==> config.mk <==
export PLATFORM = sky130hd
export DESIGN_NAME = rst_delay_gen
export DESIGN_NICKNAME = d
export VERILOG_FILES = /design/src/rtl/rst_delay_pkg.sv /design/src/rtl/rst_src_merge.sv /design/src/rtl/rst_delay_sel.sv /design/src/rtl/rst_delay_timer.sv /design/src/rtl/rst_delay_gen.sv
export SDC_FILE = /design/constraint.sdc
export NUM_CORES = 1
export LEC_CHECK = 0
export ABC_AREA = 1
export CAP_MARGIN = 15
export CORE_MARGIN = 3
export CORE_UTILIZATION = 50
export DETAILED_ROUTE_END_ITERATION = 6
export PLACE_DENSITY = 0.74
export SYNTH_ARGS = -nofsm -noshare
export SYNTH_HDL_FRONTEND = slang
export SYNTH_SLANG_ARGS = --single-unit
==> constraint.sdc <==
create_clock -name clk -period 4.5 [get_ports clk]
set_clock_uncertainty 0.2 [all_clocks]
set_input_delay 0.675 -clock clk [delete_from_list [all_inputs] [get_ports clk]]
set_output_delay 0.675 -clock clk [all_outputs]
set_load 0.02 [all_outputs]
==> src/rtl/rst_delay_pkg.sv <==
package rst_delay_pkg;

    typedef enum logic [1:0] {
        DLY_SHORT    = 2'b00,
        DLY_LONG     = 2'b01,
        DLY_PROG     = 2'b10,
        DLY_LONG_ALT = 2'b11
    } dly_mode_e;

    typedef struct packed {
        logic under_volt;
        logic manual;
        logic supply_lost;
    } src_vec_t;

    function automatic int unsigned max2(input int unsigned a, input int unsigned b);
        return (a > b) ? a : b;
    endfunction

    function automatic int unsigned bits_for(input int unsigned v);
        return (v < 2) ? 1 : $clog2(v + 1);
    endfunction

endpackage

==> src/rtl/rst_src_merge.sv <==
module rst_src_merge
    import rst_delay_pkg::*;
(
    input  logic     sense_low,
    input  logic     mr_n,
    input  logic     pwr_good,
    output src_vec_t srcs,
    output logic     any_active
);
    always_comb begin
        srcs.under_volt  = sense_low;
        srcs.manual      = ~mr_n;
        srcs.supply_lost = ~pwr_good;
        any_active       = |srcs;
    end
endmodule

==> src/rtl/rst_delay_sel.sv <==
module rst_delay_sel
    import rst_delay_pkg::*;
#(
    parameter int unsigned LONG_MS     = 300,
    parameter int unsigned SHORT_MS    = 20,
    parameter int unsigned PROG_MIN_MS = 2,
    parameter int unsigned PROG_MAX_MS = 10000,
    parameter int unsigned PROG_W      = 14,
    parameter int unsigned CNT_W       = 14
) (
    input  logic              clk,
    input  logic              rst,
    input  logic [1:0]        mode,
    input  logic [PROG_W-1:0] prog_ms,
    output logic [CNT_W-1:0]  target
);
    localparam logic [CNT_W-1:0] T_LONG  = CNT_W'(LONG_MS);
    localparam logic [CNT_W-1:0] T_SHORT = CNT_W'(SHORT_MS);
    localparam logic [CNT_W-1:0] T_MIN   = CNT_W'(PROG_MIN_MS);
    localparam logic [CNT_W-1:0] T_MAX   = CNT_W'(PROG_MAX_MS);

    logic [31:0]      prog_wide;
    logic [CNT_W-1:0] prog_clamped;

    always_comb begin
        prog_wide = 32'(prog_ms);
        if (prog_wide < PROG_MIN_MS)
            prog_clamped = T_MIN;
        else if (prog_wide > PROG_MAX_MS)
            prog_clamped = T_MAX;
        else
            prog_clamped = prog_wide[CNT_W-1:0];
    end

    always_comb begin
        unique case (dly_mode_e'(mode))
            DLY_SHORT:    target = T_SHORT;
            DLY_LONG:     target = T_LONG;
            DLY_PROG:     target = prog_clamped;
            DLY_LONG_ALT: target = T_LONG;
            default:      target = T_LONG;
        endcase
    end

    assert_prog_window_R9: assert property (@(posedge clk) disable iff (rst)
        (mode == DLY_PROG) |-> (target >= T_MIN && target <= T_MAX));

    assert_fixed_long_R7: assert property (@(posedge clk) disable iff (rst)
        (mode[0] == 1'b1) |-> (target == T_LONG));
endmodule

==> src/rtl/rst_delay_timer.sv <==
module rst_delay_timer #(
    parameter int unsigned CNT_W = 14,
    parameter int unsigned CNT_CAP = 10000
) (
    input  logic             clk,
    input  logic             rst,
    input  logic             clear,
    input  logic             tick,
    input  logic [CNT_W-1:0] target,
    output logic             expired
);
    logic [CNT_W-1:0] cnt;

    always_ff @(posedge clk) begin
        if (rst || clear)
            cnt <= '0;
        else if (tick && (cnt < target))
            cnt <= cnt + 1'b1;
    end

    assign expired = (cnt >= target);

    assert_clear_zero_R5: assert property (@(posedge clk) disable iff (rst)
        clear |=> (cnt == '0));

    assert_no_overflow_R11: assert property (@(posedge clk) disable iff (rst)
        32'(cnt) <= CNT_CAP);

    assert_idle_hold_R11: assert property (@(posedge clk) disable iff (rst)
        (!tick && !clear) |=> $stable(cnt));
endmodule

==> src/rtl/rst_delay_gen.sv <==
module rst_delay_gen
    import rst_delay_pkg::*;
#(
    parameter int unsigned LONG_MS     = 300,
    parameter int unsigned SHORT_MS    = 20,
    parameter int unsigned PROG_MIN_MS = 2,
    parameter int unsigned PROG_MAX_MS = 10000,
    parameter int unsigned PROG_W      = 14
) (
    input  logic              clk,
    input  logic              rst,
    input  logic              sense_low,
    input  logic              mr_n,
    input  logic              pwr_good,
    input  logic [1:0]        mode,
    input  logic [PROG_W-1:0] prog_ms,
    input  logic              ms_tick,
    output logic              rst_o,
    output logic              rst_n_o
);
    localparam int unsigned TOP_MS = max2(max2(LONG_MS, SHORT_MS), PROG_MAX_MS);
    localparam int unsigned CNT_W  = bits_for(TOP_MS);

    src_vec_t         srcs;
    logic             any_active;
    logic [CNT_W-1:0] target;
    logic             expired;

    rst_src_merge u_merge (
        .sense_low  (sense_low),
        .mr_n       (mr_n),
        .pwr_good   (pwr_good),
        .srcs       (srcs),
        .any_active (any_active)
    );

    rst_delay_sel #(
        .LONG_MS     (LONG_MS),
        .SHORT_MS    (SHORT_MS),
        .PROG_MIN_MS (PROG_MIN_MS),
        .PROG_MAX_MS (PROG_MAX_MS),
        .PROG_W      (PROG_W),
        .CNT_W       (CNT_W)
    ) u_sel (
        .clk     (clk),
        .rst     (rst),
        .mode    (mode),
        .prog_ms (prog_ms),
        .target  (target)
    );

    rst_delay_timer #(
        .CNT_W   (CNT_W),
        .CNT_CAP (TOP_MS)
    ) u_timer (
        .clk     (clk),
        .rst     (rst),
        .clear   (any_active),
        .tick    (ms_tick),
        .target  (target),
        .expired (expired)
    );

    logic hold;
    assign hold = any_active | ~expired;

    always_ff @(posedge clk) begin
        if (rst) begin
            rst_o   <= 1'b1;
            rst_n_o <= 1'b0;
        end else begin
            rst_o   <= hold;
            rst_n_o <= ~hold;
        end
    end

    assert_sense_R2: assert property (@(posedge clk) disable iff (rst)
        srcs.under_volt |=> rst_o);

    assert_manual_R3: assert property (@(posedge clk) disable iff (rst)
        srcs.manual |=> rst_o);

    assert_supply_R4: assert property (@(posedge clk) disable iff (rst)
        srcs.supply_lost |=> rst_o);

    assert_release_clean_R5: assert property (@(posedge clk) disable iff (rst)
        $fell(rst_o) |-> $past(!any_active));

    assert_polarity_R10: assert property (@(posedge clk) disable iff (rst)
        rst_n_o == ~rst_o);
endmodule

==> key figures, run 1 <==
Status
  – Outcome: completed

Pwr
  – Leak Pwr: 0.8325 nW
  – PwrDens: 159.0 nW/um2
  – Worst vdd ir: 164.4 uV

Synthesis
  – Synth unique cells: 29
  – Cell Area, Synth: 1632 um2
  – Largest cells by area after synthesis: dfxtp_1 20%, nand2_1 15%, ha_1 12%
  – Dominant cell type by area after synthesis: dfxtp_1
  – Yosys top cell area share: 19.63%
  – Cells after synthesis: 256
  – Seq/Total Area, Yosys: 19.63%
  – Number of synthesized register bits: 16
  – Mapped Nets: 293
  – Syn_area_per_cell: 6.373 um2
  – Yosys warns: 0

Timing
  – Final min period: 3.235 ns
  – Final cycle utilization of the critical path: 71.90%
  – Rel. slew slack: 62.56%
  – Max Freq: 309.1 MHz
  – TNS Setup: 0 ns
  – Final setup vio count: 0
  – RSZ-0062 raised after global routing: false
  – Slew Viols, Final: 0
  – Final Hold Fails: 0
  – Least-Margin Pin Slew: 0.5598 ns

Clock network
  – Setup Buffers After CTS: 0
  – Hold_buf cts: 0
  – Clock slew at reported path FFs: 0.11 ns
  – Clock sinks: 16
  – Worst-skew pair later-pin latency: 0.29 ns
  – Post-CTS resize count: 0
  – Clock buffer count from CTS: 3
  – H-tree depth: 1
  – TritonCTS clock tree: done
  – Root cell of the clock tree: clkbuf_4
  – Clock Path Buffers: 2

Worst setup path
  – Startpoint Class: primary input
  – Critical path's slowest cell: clkdlybuf4s50_1
  – CP required: 4.54 ns
  – Crit path kind: primary input to register
  – CP dominant cell by count: nand2_1
  – Crit path max fanout: 28
  – Arr. time, crit path: 3.28 ns
  – Worst path max stage delay: 0.42 ns
  – CP Capture Type: register
  – Worst-path cell chain: clkdlybuf4s50_1, nor2_1, nand4_1, nand2_1, nand2_1, nand2_1, nand2_1, a21oi_1, ha_1, nand2_1, inv_2, nand2_1, a21oi_4, nor2_8, nand3_1, nand2_1, inv_1, nor2_1

Drt
  – First-pass detailed-route iteration total: 4
  – Starting DRC count in detailed routing: 102
  – Final wirelength: 3494 um
  – Antenna viol nets, final: 0
  – DRC: 0
  – Total number of vias: 1575
  – Vias per cell: 4.922
  – WL/cell: 10.92 um

Global route
  – Initial antenna violation count: 0
  – Tot GR Track Use: 19.12%
  – Largest net degree at the start of global routing: 29
  – Overflow left after global routing: 0
  – First-pass GRT wire length: 6299 um
  – Vias in the first global route: 1412

Placement
  – RePlAce Congestion: 0.8365
  – DP Wirelength: 2746 um
  – Placed Instances: 316
  – Placed instance area: 1854 um2
  – Port buffer count: 23

Cells and area
  – Commonest non-fill, non-tap cell in the layout: nand2_1
  – Share of layout cells above drive strength 1: 13.77%
  – Syn-to-layout area delta: 15.87%
  – Nets@finish: 314
  – Final core occ: 61.42%
  – ANT cells: 0
  – Design area: 1891 um2
  – Non-Filler Instances: 320
  – Fillers: 318
  – Commonest non-fill, non-tap cells in the layout: 66 x nand2_1, 39 x inv_1, 29 x nor2_1, 23 x clkdlybuf4s50_1, 21 x nand3_1

Die
  – Rows: 20
  – Initial Util: 53.01%
  – IO Pins: 24
  – Placeable Area: 3078 um2
  – Die W: 63.13 um
  – Area of the die: 3985 um2
  – Die Ht: 63.13 um

Run
  – Max cap viols: 0

Worst hold path
  – Min-delay worst type: register to register
## sequential cells by signal (all words and copies together) (netlist names)
signal       cells
u_timer.cnt     14
rst_n_o          1
rst_o            1
## worst max-delay path, delay by kind of cell
kind	cells	cell delay, ns
simple gates	12	1.56
compound gates	2	0.28
fa+ha+maj	1	0.26
buf+inv	3	0.49
## where the power goes
group / internal [mW] / switching [mW] / total, mW / leakage, nW
combinational: 0.0285 / 0.0297 / 0.0581 / 0.683
sequential: 0.142 / 0.000319 / 0.142 / 0.129
clock: 0.0493 / 0.0511 / 0.100 / 0.0210
## synthesized netlist by cell type
cell and number:
nor3_1 2, buf_6 4, nand2_2 1, nand3_4 1
nor2_8 1, nand3_1 21, buf_2 2, nand3_2 4
ha_1 15, a21oi_1 4, nor2_1 29, nand4_1 19
a21oi_2 2, nor3_4 1, inv_1 39, a31oi_1 2
o21bai_1 1, nand4_2 1, o21ai_2 1, inv_2 10
or2_2 1, dfxtp_1 16, a21boi_0 1, buf_4 1
nor2_4 2, nand2_1 66, nand2_4 1, a21oi_4 1
nor2_2 7
## cell families (layout without fill, tap and decap cells)
family	after synthesis	in the layout	share of synthesized area [%]
flip-flops	16	16	19.63
buffers and inverters	56	76	15.11
AO/OA/AOI/OAI	12	12	5.522
adder cells (fa/ha/maj)	15	15	11.50
AND/OR/NAND/NOR	157	157	48.24
## stage by stage
step	hold slack [ns]	power, mW	worst slack [ns]
2_1_floorplan	0.3037	0.1773	1.796
3_3_place_gp	0.3297	0.2035	0.9484
5_1_grt	0.3890	0.3174	0.9497
3_5_place_dp	0.3385	0.2033	0.9402
4_1_cts	0.3560	0.3037	1.241
6_report	0.3533	0.3006	1.265
## metal layers
metal  routed length (um)  vias up  GRT usage (%)  part of all wire, %
met3                  127        4          1.783                  3.6
met2                 1530       32          31.09                   44
li1                     -      858              -                    -
met4                   26        0          4.959                 0.74
met1                 1810      681          26.94                   52
met5                    0        -              0                    0
## area by class of cell
class | count | area, um2 | share of cell area [%]
clock buffers | 4 | 36.28 | 1.919
inverters | 49 | 183.9 | 9.729
multi-input cells | 184 | 1065 | 56.32
flip-flops and latches | 16 | 320.3 | 16.94
well taps | 44 | 55.05 | 2.912
repair buffers | 23 | 230.2 | 12.18
## final timing paths
path	from	end	slack, ns	cells after the start
worst min-delay path	u_timer.cnt[13]$_SDFFE_PP0P_	u_timer.cnt[13]$_SDFFE_PP0P_	0.35	4
worst max register to register	u_timer.cnt[4]$_SDFFE_PP0P_	u_timer.cnt[0]$_SDFFE_PP0P_	2.55	10
worst max-delay path	prog_ms[7]	u_timer.cnt[0]$_SDFFE_PP0P_	1.26	18
worst min register to register	u_timer.cnt[13]$_SDFFE_PP0P_	u_timer.cnt[13]$_SDFFE_PP0P_	0.35	4
Note: power is estimated with default switching activity, not from simulation.
==> run 2, diff against run 1 <==
--- a/config.mk
+++ b/config.mk
@@ -8,9 +8,9 @@
 export ABC_AREA = 1
 export CAP_MARGIN = 15
 export CORE_MARGIN = 3
-export CORE_UTILIZATION = 50
+export CORE_UTILIZATION = 49
 export DETAILED_ROUTE_END_ITERATION = 6
-export PLACE_DENSITY = 0.74
+export PLACE_DENSITY = 0.76
 export SYNTH_ARGS = -nofsm -noshare
 export SYNTH_HDL_FRONTEND = slang
 export SYNTH_SLANG_ARGS = --single-unit
==> constraint.sdc (replaced) <==
create_clock -name clk -period 2.8 [get_ports clk]
set_clock_uncertainty 0.2 [all_clocks]
set_input_delay 0.42 -clock clk [delete_from_list [all_inputs] [get_ports clk]]
set_output_delay 0.42 -clock clk [all_outputs]
set_load 0.02 [all_outputs]
==> run 2 against run 1 <==
Compared with the run above:
- worst hold slack better by 0.0068 ns
- critical path depth increased by 1
- register-to-register slack got worse by 1.7 ns
- count of clock-buffer cells in the layout is the same
- core utilization rose by 13 points
- flip-flop and latch count unchanged
- sequential power up 61%
- cell count increased by 10%
- critical endpoint is now u_timer.cnt[1]$_SDFFE_PP0P_
==> key figures, run 2 (synthesis gave the netlist of run 1 again) <==
Timing
  – RSZ-0062 raised after global routing: true (was false)
  – Max Freq: 366.7 MHz
  – Least-Margin Pin Slew: 0.5710 ns (was 0.5598 ns)
  – Final setup vio count: 0 (unchanged)
  – Rel. slew slack: 61.81% (was 62.56%)
  – Final worst slack: 0.07329 ns (was 1.265 ns)
  – Final min period: 2.727 ns
  – Final cycle utilization of the critical path: 97.38%
  – Final Hold Fails: 0 (unchanged)
  – Slew Viols, Final: 0 (unchanged)

Placement
  – Pre-CTS WS: -0.4734 ns (was 0.9402 ns)
  – DP Wirelength: 2910 um (was 2746 um)
  – Port buffer count: 23 (unchanged)
  – RePlAce Congestion: 0.8387 (was 0.8365)
  – Placed Instances: 338 (was 316)

Status
  – Outcome: completed (unchanged)

Die
  – Rows: 20 (unchanged)
  – Area of the die: 4058 um2 (was 3985 um2)
  – Die W: 63.71 um (was 63.13 um)
  – IO Pins: 24 (unchanged)
  – Die Ht: 63.71 um (was 63.13 um)
  – Placeable Area: 3103 um2 (was 3078 um2)
  – Initial Util: 52.58% (was 53.01%)

Cells and area
  – Fillers: 250 (was 318)
  – Top flop regs: u_timer.cnt (14), rst_n_o (1), rst_o (1) (unchanged)
  – Nets@finish: 346 (was 314)
  – Syn-to-layout area delta: 42.02% (was 15.87%)
  – ANT cells: 0 (unchanged)
  – Final core occ: 74.68% (was 61.42%)
  – Commonest non-fill, non-tap cell in the layout: nand2_1 (unchanged)
  – Share of layout cells above drive strength 1: 29.55% (was 13.77%)
  – Top reg by flops: u_timer.cnt (unchanged)
  – Largest register FFs: 14 (unchanged)
  – Non-Filler Instances: 352 (was 320)
  – Commonest non-fill, non-tap cells in the layout: 59 x nand2_1, 39 x inv_1, 26 x nor2_1, 24 x buf_4, 19 x nand4_1 (was 66 x nand2_1, 39 x inv_1, 29 x nor2_1, 23 x clkdlybuf4s50_1, 21 x nand3_1)

Worst setup path
  – Reg2reg start: u_timer.cnt[7]$_SDFFE_PP0P_ (was u_timer.cnt[4]$_SDFFE_PP0P_)
  – Crit path max fanout: 7 (was 28)
  – Crit path from: prog_ms[9] (was prog_ms[7])
  – Arr. time, crit path: 2.73 ns (was 3.28 ns)
  – CP Capture Type: register (unchanged)
  – Crit-path leading delay family: simple AND/OR/NAND/NOR gates (unchanged)
  – CP dominant cell by count: nand2_1 (unchanged)
  – Critical path's slowest cell: clkdlybuf4s50_1 (unchanged)
  – Worst-path cell chain: clkdlybuf4s50_1, nand3_1, a21oi_1, nand2_1, nand2_2, nand2_4, nand2_1, nand2_1, ha_4, nand2_1, inv_2, nand2_2, a21oi_4, buf_4, nor2_8, nand3_2, nand2_1, inv_1, nor2_1 (was clkdlybuf4s50_1, nor2_1, nand4_1, nand2_1, nand2_1, nand2_1, nand2_1, a21oi_1, ha_1, nand2_1, inv_2, nand2_1, a21oi_4, nor2_8, nand3_1, nand2_1, inv_1, nor2_1)
  – Worst path max stage delay: 0.48 ns (was 0.42 ns)
  – Crit path kind: primary input to register (unchanged)
  – CP required: 2.80 ns (was 4.54 ns)
  – CP Buf/Inv Count: 4 (was 3)
  – Startpoint Class: primary input (unchanged)

Drt
  – Final wirelength: 4591 um (was 3494 um)
  – DRC: 0 (unchanged)
  – Total number of vias: 1833 (was 1575)
  – First-pass detailed-route iteration total: 4 (unchanged)
  – Vias per cell: 5.207 (was 4.922)
  – Antenna viol nets, final: 0 (unchanged)
  – WL/cell: 13.04 um (was 10.92 um)
  – Starting DRC count in detailed routing: 135 (was 102)

Pwr
  – Worst vdd ir: 337.1 uV (was 164.4 uV)
  – PwrDens: 223.4 nW/um2 (was 159.0 nW/um2)
  – Leak Pwr: 1.092 nW (was 0.8325 nW)
  – Total Power: 517.8 uW (was 300.6 uW)

Global route
  – First-pass GRT wire length: 6803 um (was 6299 um)
  – Tot GR Track Use: 20.53% (was 19.12%)
  – Vias in the first global route: 1608 (was 1412)
  – Initial antenna violation count: 0 (unchanged)
  – Largest net degree at the start of global routing: 29 (unchanged)
  – Overflow left after global routing: 0 (unchanged)

Worst hold path
  – Hold Path Origin: u_timer.cnt[3]$_SDFFE_PP0P_ (was u_timer.cnt[13]$_SDFFE_PP0P_)
  – Min-delay worst type: register to register (unchanged)

Clock network
  – H-tree depth: 1 (unchanged)
  – Clock Path Buffers: 2 (unchanged)
  – Hold_buf cts: 0 (unchanged)
  – TritonCTS clock tree: done (unchanged)
  – Clock slew at reported path FFs: 0.10 ns (was 0.11 ns)
  – Worst-skew pair later-pin latency: 0.29 ns (about the same)
  – Clock sinks: 16 (unchanged)
  – Root cell of the clock tree: clkbuf_4 (unchanged)
  – Clock buffer count from CTS: 3 (unchanged)

Run
  – Max cap viols: 0 (unchanged)
-- run 2: report_power, final --
part,switching (mW),internal [mW],total (mW)
registers,0.000538,0.228,0.228
clock network,0.0746,0.0792,0.154
logic,0.0649,0.0708,0.136
total,0.140,0.378,0.518
-- run 2: what timing repair did --
action | in CTS | in global routing
endpoints found under the setup margin | 16 | 16
pin swaps | 2 | 15
gates cloned | 1 | 5
resized for setup | 2 | 33
setup buffers | 1 | 3
-- run 2: worst reg2reg max path: cells and delay by family, from the launching register on --
kind,cells,cell delay (ns)
compound gates,1,0.08
simple gates,7,0.64
flops,1,0.49
buf+inv,2,0.20
fa+ha+maj,1,0.30
-- run 2: per-stage QoR --
step	cell area, um2	hold WS, ns	TNS [ns]
detailed placement	2019	0.3420	-6.938
global route	2317	0.3960	-0.6993
CTS	2098	0.3571	0
floorplan	1632	0.3037	0
finish	2317	0.3601	0
global placement	2019	0.3380	-6.171
-- run 2: worst paths after layout --
path / slack, ns / endpoint / depth (start not counted)
setup / recovery: 0.07 / u_timer.cnt[1]$_SDFFE_PP0P_ / 19
hold / removal: 0.36 / u_timer.cnt[3]$_SDFFE_PP0P_ / 4
setup reg to reg: 0.83 / u_timer.cnt[1]$_SDFFE_PP0P_ / 11
hold reg to reg: 0.36 / u_timer.cnt[3]$_SDFFE_PP0P_ / 4
-- run 2: per-layer routing --
| layer | share of wire, % | GRT usage, % | vias up |
|---|---|---|---|
| met4 | 2.5 | 6.739 | 0 |
| met5 | 0 | 0 | - |
| met2 | 49 | 36.64 | 82 |
| li1 | - | - | 927 |
| met1 | 41 | 25.35 | 810 |
| met3 | 7.0 | 2.317 | 14 |
-- run 2: final cells by class --
type                    instances  area [um2]  area share (%)
clock buffers                   4       36.28           1.566
multi-input cells             190        1254           54.10
inverters                      49       183.9           7.937
repair buffers                 49       467.9           20.19
flip-flops and latches         16       320.3           13.82
well taps                      44       55.05           2.376
